[src/rtl/bytebus_pkg.sv]
// Shared types for the byte-wide slave port.
// Assumes the phase sequencer advances on every clock.
package bytebus_pkg;
    typedef enum logic [1:0] {
        PH1 = 2'd0,
        PH2 = 2'd1,
        PH3 = 2'd2,
        PH4 = 2'd3
    } phase_t;

    typedef enum logic [1:0] {
        SQ_IDLE    = 2'd0,
        SQ_WAIT_P2 = 2'd1,
        SQ_WAIT_P4 = 2'd2
    } seq_t;
endpackage

[src/rtl/bytebus_sync.sv]
// Multi-bit two-flop synchronizer for asynchronous pad inputs.
// Assumes every bit is independent or quasi-static while it is used.
module bytebus_sync #(
    parameter int          WIDTH    = 1,
    parameter logic [63:0] RST_VAL  = '0
) (
    input  logic             clk,
    input  logic             rst_n,
    input  logic [WIDTH-1:0] d_async,
    output logic [WIDTH-1:0] q_sync
);
    logic [WIDTH-1:0] stage1;

    // Two flops in series to settle metastable samples.
    always_ff @(posedge clk) begin
        if (!rst_n) begin
            stage1 <= RST_VAL[WIDTH-1:0];
            q_sync <= RST_VAL[WIDTH-1:0];
        end else begin
            stage1 <= d_async;
            q_sync <= stage1;
        end
    end
endmodule

[src/rtl/bytebus_phase.sv]
// Free-running four-phase sequencer, one phase per clock.
// Assumes the phase starts at phase 1 after reset.
module bytebus_phase
    import bytebus_pkg::*;
(
    input  logic   clk,
    input  logic   rst_n,
    output phase_t phase
);
    // Step the phase and wrap after phase 4.
    always_ff @(posedge clk) begin
        if (!rst_n) phase <= PH1;
        else        phase <= phase_t'(phase + 2'd1);
    end
endmodule

[src/rtl/bytebus_xfer.sv]
// Tracks one transfer direction. It flags the start of a transfer and
// gives a one-cycle completion pulse on the phase-4 cycle that follows
// the next phase 2 after the transfer is released.
// Assumes the active input is already synchronized and gated by enable.
module bytebus_xfer
    import bytebus_pkg::*;
(
    input  logic   clk,
    input  logic   rst_n,
    input  logic   en,
    input  logic   active,
    input  phase_t phase,
    output logic   start,
    output logic   done
);
    logic active_q;
    seq_t state;

    assign start = active && !active_q;
    assign done  = en && (state == SQ_WAIT_P4) && (phase == PH4);

    // Remember the previous activity level for edge detection.
    always_ff @(posedge clk) begin
        if (!rst_n || !en) active_q <= 1'b0;
        else               active_q <= active;
    end

    // After a release, wait for phase 2, then for phase 4.
    always_ff @(posedge clk) begin
        if (!rst_n || !en) begin
            state <= SQ_IDLE;
        end else begin
            unique case (state)
                SQ_IDLE:    if (active_q && !active) state <= SQ_WAIT_P2;
                SQ_WAIT_P2: if (phase == PH2)        state <= SQ_WAIT_P4;
                SQ_WAIT_P4: if (phase == PH4)        state <= SQ_IDLE;
                default:                             state <= SQ_IDLE;
            endcase
        end
    end
endmodule

[src/rtl/bytebus_slave.sv]
// Byte-wide asynchronous slave port between an external master and firmware.
// Synchronizes the strobes, tracks each direction and keeps the latches,
// status flags and interrupt. Assumes bus data is stable while a write
// strobe is low. Firmware pulses are single-cycle and synchronous.
module bytebus_slave
    import bytebus_pkg::*;
#(
    parameter int DW = 8
) (
    input  logic          clk,
    input  logic          rst_n,
    input  logic          port_en,
    input  logic          irq_en,
    input  logic          ext_cs_n,
    input  logic          ext_rd_n,
    input  logic          ext_wr_n,
    input  logic [DW-1:0] ext_data_in,
    output logic [DW-1:0] ext_data_out,
    output logic          ext_data_oe,
    input  logic          fw_wr_out,
    input  logic [DW-1:0] fw_wdata,
    input  logic          fw_rd_in,
    output logic [DW-1:0] fw_rdata,
    input  logic          fw_clr_ovf,
    input  logic          fw_clr_irq,
    output logic          in_full,
    output logic          out_full,
    output logic          in_ovf,
    output logic          irq_flag,
    output logic          irq
);
    localparam int SW      = DW + 3;
    localparam int N_DIR   = 2;
    localparam int DIR_WR  = 0;
    localparam int DIR_RD  = 1;

    logic [SW-1:0]    pads_s;
    logic             cs_s, rd_s, wr_s;
    logic [DW-1:0]    data_s;
    phase_t           phase;
    logic [N_DIR-1:0] act, start, done;
    logic [DW-1:0]    in_lat, out_lat;

    bytebus_sync #(.WIDTH(SW), .RST_VAL({{(64-3){1'b0}}, 3'b111} << DW)) u_sync (
        .clk     (clk),
        .rst_n   (rst_n),
        .d_async ({ext_cs_n, ext_rd_n, ext_wr_n, ext_data_in}),
        .q_sync  (pads_s)
    );

    assign {cs_s, rd_s, wr_s, data_s} = pads_s;

    bytebus_phase u_phase (
        .clk   (clk),
        .rst_n (rst_n),
        .phase (phase)
    );

    assign act[DIR_WR] = port_en && !cs_s && !wr_s;
    assign act[DIR_RD] = port_en && !cs_s && !rd_s;

    for (genvar g = 0; g < N_DIR; g++) begin : g_dir
        bytebus_xfer u_xfer (
            .clk    (clk),
            .rst_n  (rst_n),
            .en     (port_en),
            .active (act[g]),
            .phase  (phase),
            .start  (start[g]),
            .done   (done[g])
        );
    end

    // Inbound latch follows the bus while the write is active.
    always_ff @(posedge clk) begin
        if (!rst_n)          in_lat <= '0;
        else if (act[DIR_WR]) in_lat <= data_s;
    end

    // Outbound latch loads on every firmware write.
    always_ff @(posedge clk) begin
        if (!rst_n)         out_lat <= '0;
        else if (fw_wr_out) out_lat <= fw_wdata;
    end

    // Inbound-full: set on write completion, cleared by a firmware read.
    always_ff @(posedge clk) begin
        if (!rst_n || !port_en) in_full <= 1'b0;
        else if (done[DIR_WR])  in_full <= 1'b1;
        else if (fw_rd_in)      in_full <= 1'b0;
    end

    // Outbound-full: set by a firmware write, cleared when a read starts.
    always_ff @(posedge clk) begin
        if (!rst_n || !port_en) out_full <= 1'b0;
        else if (fw_wr_out)     out_full <= 1'b1;
        else if (start[DIR_RD]) out_full <= 1'b0;
    end

    // Sticky overrun: a write starting over an unread byte.
    always_ff @(posedge clk) begin
        if (!rst_n)                          in_ovf <= 1'b0;
        else if (start[DIR_WR] && in_full)   in_ovf <= 1'b1;
        else if (fw_clr_ovf)                 in_ovf <= 1'b0;
    end

    // Interrupt flag: set on any completion, cleared by firmware only.
    always_ff @(posedge clk) begin
        if (!rst_n)          irq_flag <= 1'b0;
        else if (|done)      irq_flag <= 1'b1;
        else if (fw_clr_irq) irq_flag <= 1'b0;
    end

    assign irq          = irq_flag && irq_en;
    assign fw_rdata     = in_lat;
    assign ext_data_out = out_lat;
    assign ext_data_oe  = port_en && !ext_cs_n && !ext_rd_n;
endmodule

[config.mk]
export PLATFORM = sky130hd
export DESIGN_NAME = bytebus_slave
export DESIGN_NICKNAME = d
export VERILOG_FILES = /design/src/rtl/bytebus_pkg.sv /design/src/rtl/bytebus_sync.sv /design/src/rtl/bytebus_phase.sv /design/src/rtl/bytebus_xfer.sv /design/src/rtl/bytebus_slave.sv
export SDC_FILE = /design/constraint.sdc
export NUM_CORES = 1
export LEC_CHECK = 0
export BUFFER_PORTS_ARGS = -buffer_cell sky130_fd_sc_hd__buf_2
export CAP_MARGIN = 20
export CELL_PAD_IN_SITES_DETAIL_PLACEMENT = 0
export CELL_PAD_IN_SITES_GLOBAL_PLACEMENT = 1
export CORE_AREA = 2 2 70 72
export DETAILED_ROUTE_END_ITERATION = 16
export DIE_AREA = 0 0 72 74
export PLACE_DENSITY = 0.84
export RECOVER_POWER = 50
export SLEW_MARGIN = 20
export SYNTH_ARGS = -nofsm -noshare
export SYNTH_HDL_FRONTEND = slang
export SYNTH_SLANG_ARGS = --single-unit
[constraint.sdc]
create_clock -name clk -period 1.6 [get_ports clk]
set_clock_uncertainty 0.05 [all_clocks]
set_input_delay 0.08 -clock clk [delete_from_list [all_inputs] [get_ports clk]]
set_output_delay 0.08 -clock clk [all_outputs]
set_load 0.02 [all_outputs]
# Word level (Yosys, flattened, before mapping)

Index checks and enable logic that the tools add are counted.

Bits in registers: 50
Input port bits: 27
Word-level logic and storage cells: 76

$add $sub $neg: 1
Equal/unequal tests: 12
Muxes and demuxes: 14
Reduce and logical (&&, ||, !) cells: 36

Operators with widths:

| cell                | count |
|---|---|
| $logic_and 1x1->1   | 15 |
| $pmux 2 s3          | 2 |
| $logic_not 1->1     | 11 |
| $mux 1              | 8 |
| $mux 2              | 4 |
| $reduce_bool 2->1   | 4 |
| $eq 2x1->1 const B  | 3 |
| $eq 2x2->1 const B  | 3 |
| $ne 2x1->1 const B  | 3 |
| $ne 2x2->1 const B  | 3 |
| $reduce_and 3->1    | 2 |
| $logic_not 2->1     | 2 |
| $add 2x1->2 const B | 1 |
| $reduce_or 2->1     | 1 |
| $logic_or 1x1->1    | 1 |

# Logic depth before layout (Yosys ltp)

Depth after elaboration: 7
Gate-level depth with buffers: 5
Gate-level depth less buffers: 5

# By module

A second synthesis with hierarchy kept.

Cells, all modules: 164
Area, all modules: 1761.7 um2

Modules (own cells, without submodules):

| module        | instances | cells an instance | area an instance (um2) | sequential area each (um2) |
|---|---|---|---|---|
| bytebus_slave | 1         | 81                | 809.5                  | 400.4 |
| bytebus_sync  | 1         | 46                | 593.1                  | 440.4 |
| bytebus_xfer  | 2         | 16                | 147.6                  | 60.1 |
| bytebus_phase | 1         | 5                 | 63.8                   | 40.0 |

# Least setup slack after synthesis

No wires, ideal clock.

Path kind: register -> register
From: reg u_sync.q_sync[10]
To: reg in_ovf
Setup time: 0.067 ns
Data arrival time: 1.057 ns
Slack: 0.425 ns
Stages on the path, launching flop included: 5
Path buffers: 2
Period minus slack after synthesis: 1.175 ns
Cells stage by stage: dfxtp_1 or3b_1 buf_6 buf_12 o21ai_2

Cells in the longest elaborated chain, start to end: 6
Elaborated cells between the ends (all ways): 7
Those cells by class: mux: 1; reduce/logical: 6

RTL lines:

| item                                               | line                 | text |
|---|---|---|
| start, declared                                    | bytebus_sync.sv:10   | `output logic [WIDTH-1:0] q_sync` |
| start signal, assigned                             | bytebus_sync.sv:18   | `q_sync <= RST_VAL[WIDTH-1:0];` |
| start signal, assigned                             | bytebus_sync.sv:21   | `q_sync <= stage1;` |
| $logic_not 1->1 *                                  | bytebus_slave.sv:59  | `assign act[DIR_WR] = port_en && !cs_s && !wr_s;` |
| $logic_and 1x1->1 * (2 in a row)                   | bytebus_slave.sv:59  |  |
| $logic_and 1x1->1 *                                | bytebus_xfer.sv:19   | `assign start = active && !active_q;` |
| $logic_and 1x1->1 *                                | bytebus_slave.sv:103 | `else if (start[DIR_WR] && in_full) in_ovf <= 1'b1;` |
| $mux 1 / $reduce_bool 2->1 (equally long branches) | --                   |  |
| end signal, assigned                               | bytebus_slave.sv:102 | `if (!rst_n) in_ovf <= 1'b0;` |
| end signal, assigned                               | bytebus_slave.sv:103 |  |
| end signal, assigned                               | bytebus_slave.sv:104 | `else if (fw_clr_ovf) in_ovf <= 1'b0;` |
| end, declared                                      | bytebus_slave.sv:28  | `output logic in_ovf,` |

Mark *: on every way between the ends. The rest lies on a longest branch, timed or not.
A chain may end at the register's enable or synchronous reset.

# Worst setup path in the final report

From: reg u_sync.q_sync[10]
To: reg in_lat[5], in the netlist fw_rdata[5]

Cells in the longest elaborated chain, start to end: 3

RTL lines:

| item                           | line                | text |
|---|---|---|
| $logic_not 1->1                | bytebus_slave.sv:59 |  |
| $logic_and 1x1->1 (2 in a row) | bytebus_slave.sv:59 |  |
| end signal, assigned           | bytebus_slave.sv:77 | `else if (act[DIR_WR]) in_lat <= data_s;` |
| end, declared                  | bytebus_slave.sv:42 | `logic [DW-1:0] in_lat, out_lat;` |

No other way between the ends.

==> results_dict.tcl <==
set metrics [dict create \
    status "finished, final reports clean" \
    rsz0062_at_grt "no" \
    vias 1229 \
    initial_core_util 0.3695 \
    finalSetupTns_ps 0 \
    power_density_nw_per_um2 1034 \
    p_switching_uw 515.0 \
    ios 49 \
    synthCells 162 \
    dr.first_iter.drc_count 46 \
    postCtsSetupBuffers 0 \
    synth_nets 191 \
    fp.coreArea_sq_um 4598 \
    layout_common_cells "dfxtp_1, buf_2, dlygate4sd3_1, nor2_1, and2_1" \
    die-height_um 74 \
    drc 0 \
    seq_power_share 0.550 \
    grt.overflow.total 0 \
    n_antenna_cell 0 \
    grt_pass1_wl_mm 4.836 \
    cts_max_path_buffers 2 \
    pwr-share-clk 0.370 \
    postRouteAntennaNets 0 \
    fill_cells 425 \
    yosys.area.top_type "dfxtp_1" \
    vias_per_cell 4.297 \
    area_growth_pct 34.90 \
    grt_use_total 0.1200 \
    nets 260 \
    cp-end-kind "flop" \
    regArea_sq_um 1001 \
    netlist_area_sq_um 1699 \
    slew_violations 0 \
    setup.worst_path.start_class "flop" \
    path_clk_slew_ps 90 \
    peakVddDrop_mv 0.5949 \
    internal_power_mw 1.855 \
    fin_crit_sh 0.7805 \
    first_global_vias 1073 \
    grt_max_degree 36 \
    post-route-util 0.4985 \
    cts_max_level 2 \
    setup_viol 0 \
    hpwlAfterDp_mm 1.847 \
    cts_tree "yes" \
    slew-limit-headroom 0.7533 \
    min_period_ps 1249 \
    synth_area_leaders "dfxtp_1, and2_1, mux2i_1" \
    gp_congestion 0.7707 \
    die_area_sq_um 5328 \
    holdBufCountCts 21 \
    cts_inserted_buffers 5 \
    crit_path_max_fanout 18 \
    ys_warn_count 0 \
    cts_resized 0 \
    required_ps 1750 \
    synthDistinctLibCells 25 \
    synth-seq-area-share 0.5891 \
    portBuffers 48 \
    antenna_found_initial 0 \
    power_frac_comb 0.080 \
    crit_arrival_ps 1390 \
    syn_avg_cell_area_sq_um 10.49 \
    fmax_mhz 800.8 \
    ys_seq_elements 50 \
    hold_violations 0 \
    wl_mm 2.892 \
    switching_share 0.2173 \
    multi_input_area_sq_um 623.1 \
    clock_latency_ps 300 \
    synth_top_area_frac 0.5891 \
    rows 25 \
    cts_sinks 50 \
    cts-root-buf "clkbuf_8" \
    layout_commonest_cell "dfxtp_1" \
    tightestPinTransition_ps 369.6 \
    cap_violations 0 \
    cellLeakagePower_nw 0.9859 \
    hold_path.class "in -> reg" \
    die_x_um 72 \
    critical_path_class "reg -> reg" \
    drt-pass1-iter-count 4 \
    routedWlPerCell_um 10.11 \
    drive_gt1_frac 0.2672 \
]
-- critical path, stage by stage (launching register included) --
cell and delay, ps:
dfxtp_1 330, or3b_1 370, buf_4 220, nand3_1 120, o21ai_2 50
-- Yosys cell counts, drive strengths merged --
master,n
nand3b,4
inv,4
nor4,1
nor4b,1
nand3,10
mux2i,8
dfxtp,50
nand2,10
nor2b,2
a2bb2oi,1
a211oi,2
nand2b,7
a21oi,3
nor2,15
nor3b,2
buf,5
and2,18
clkbuf,4
ha,2
o21ai,11
or3b,2
-- stage by stage --
step                      setup slack (ps)  cells  hold slack, ps  cell area (sq um)  power, mW
after floorplan                      425.3    162           131.5               1699      1.422
after global placement               400.0    257           218.4               1974      1.482
after detailed placement             361.5    257           218.4               1974      1.485
after CTS                            342.1    286           11.00               2298      2.399
after global routing                 288.4    286           17.14               2292      2.485
final                                351.2    286           18.13               2292      2.370
-- kinds of logic after synthesis --
| logic type | after synthesis | share of synthesized area |
|---|---|---|
| buf+inv | 13 | 0.04418 |
| mux | 8 | 0.04713 |
| flops | 50 | 0.5891 |
| compound gates | 17 | 0.07511 |
| simple gates | 72 | 0.2298 |
| fa+ha+maj | 2 | 0.01473 |
-- path summary, 6_finish.rpt --
kind                                   startpoint                to  slack [ps]  cells past startpoint
worst max register to register  u_sync.q_sync[10]       fw_rdata[5]         350                      4
worst min register to register   u_sync.stage1[8]  u_sync.q_sync[8]         360                      1
worst min-delay path                        rst_n  u_sync.stage1[9]          20                      2
worst max-delay path            u_sync.q_sync[10]       fw_rdata[5]         350                      4
-- flip-flops by register name (all words and copies together) (netlist names), 2 cells and up --
name / flops
ext_data_out: 8
fw_rdata: 8
g_dir.u_xfer.active_q: 2
g_dir.u_xfer.state: 4
u_phase.phase: 2
u_sync.q_sync: 11
u_sync.stage1: 11
-- power groups by stage --
| stage | Combinational [mW] | Clock, mW | Sequential (mW) |
|---|---|---|---|
| 2_1_floorplan | 0.0766 | 0 | 1.35 |
| 5_1_grt | 0.211 | 0.966 | 1.31 |
| 3_5_place_dp | 0.153 | 0 | 1.33 |
| 6_report | 0.190 | 0.878 | 1.30 |
| 3_3_place_gp | 0.152 | 0 | 1.33 |
| 4_1_cts | 0.192 | 0.904 | 1.30 |
-- per-layer routing --
metal  vias up  share of wire  GRT usage  wire (um)
met4         0          0.024    0.06289         68
met1       526           0.49     0.1508       1404
met5         -              0          0          0
met3         5          0.068    0.04743        198
li1        666              -          -          -
met2        32           0.42     0.1790       1221
-- cell type report --
cell class	count	area share
repair buffers	71	0.2058
well taps	54	0.02948
clock buffers	5	0.03002
clock inverters	3	0.01965
inverters	4	0.006550
multi-input cells	99	0.2718
flip-flops and latches	50	0.4367
Note: power is estimated with default switching activity, not from simulation.
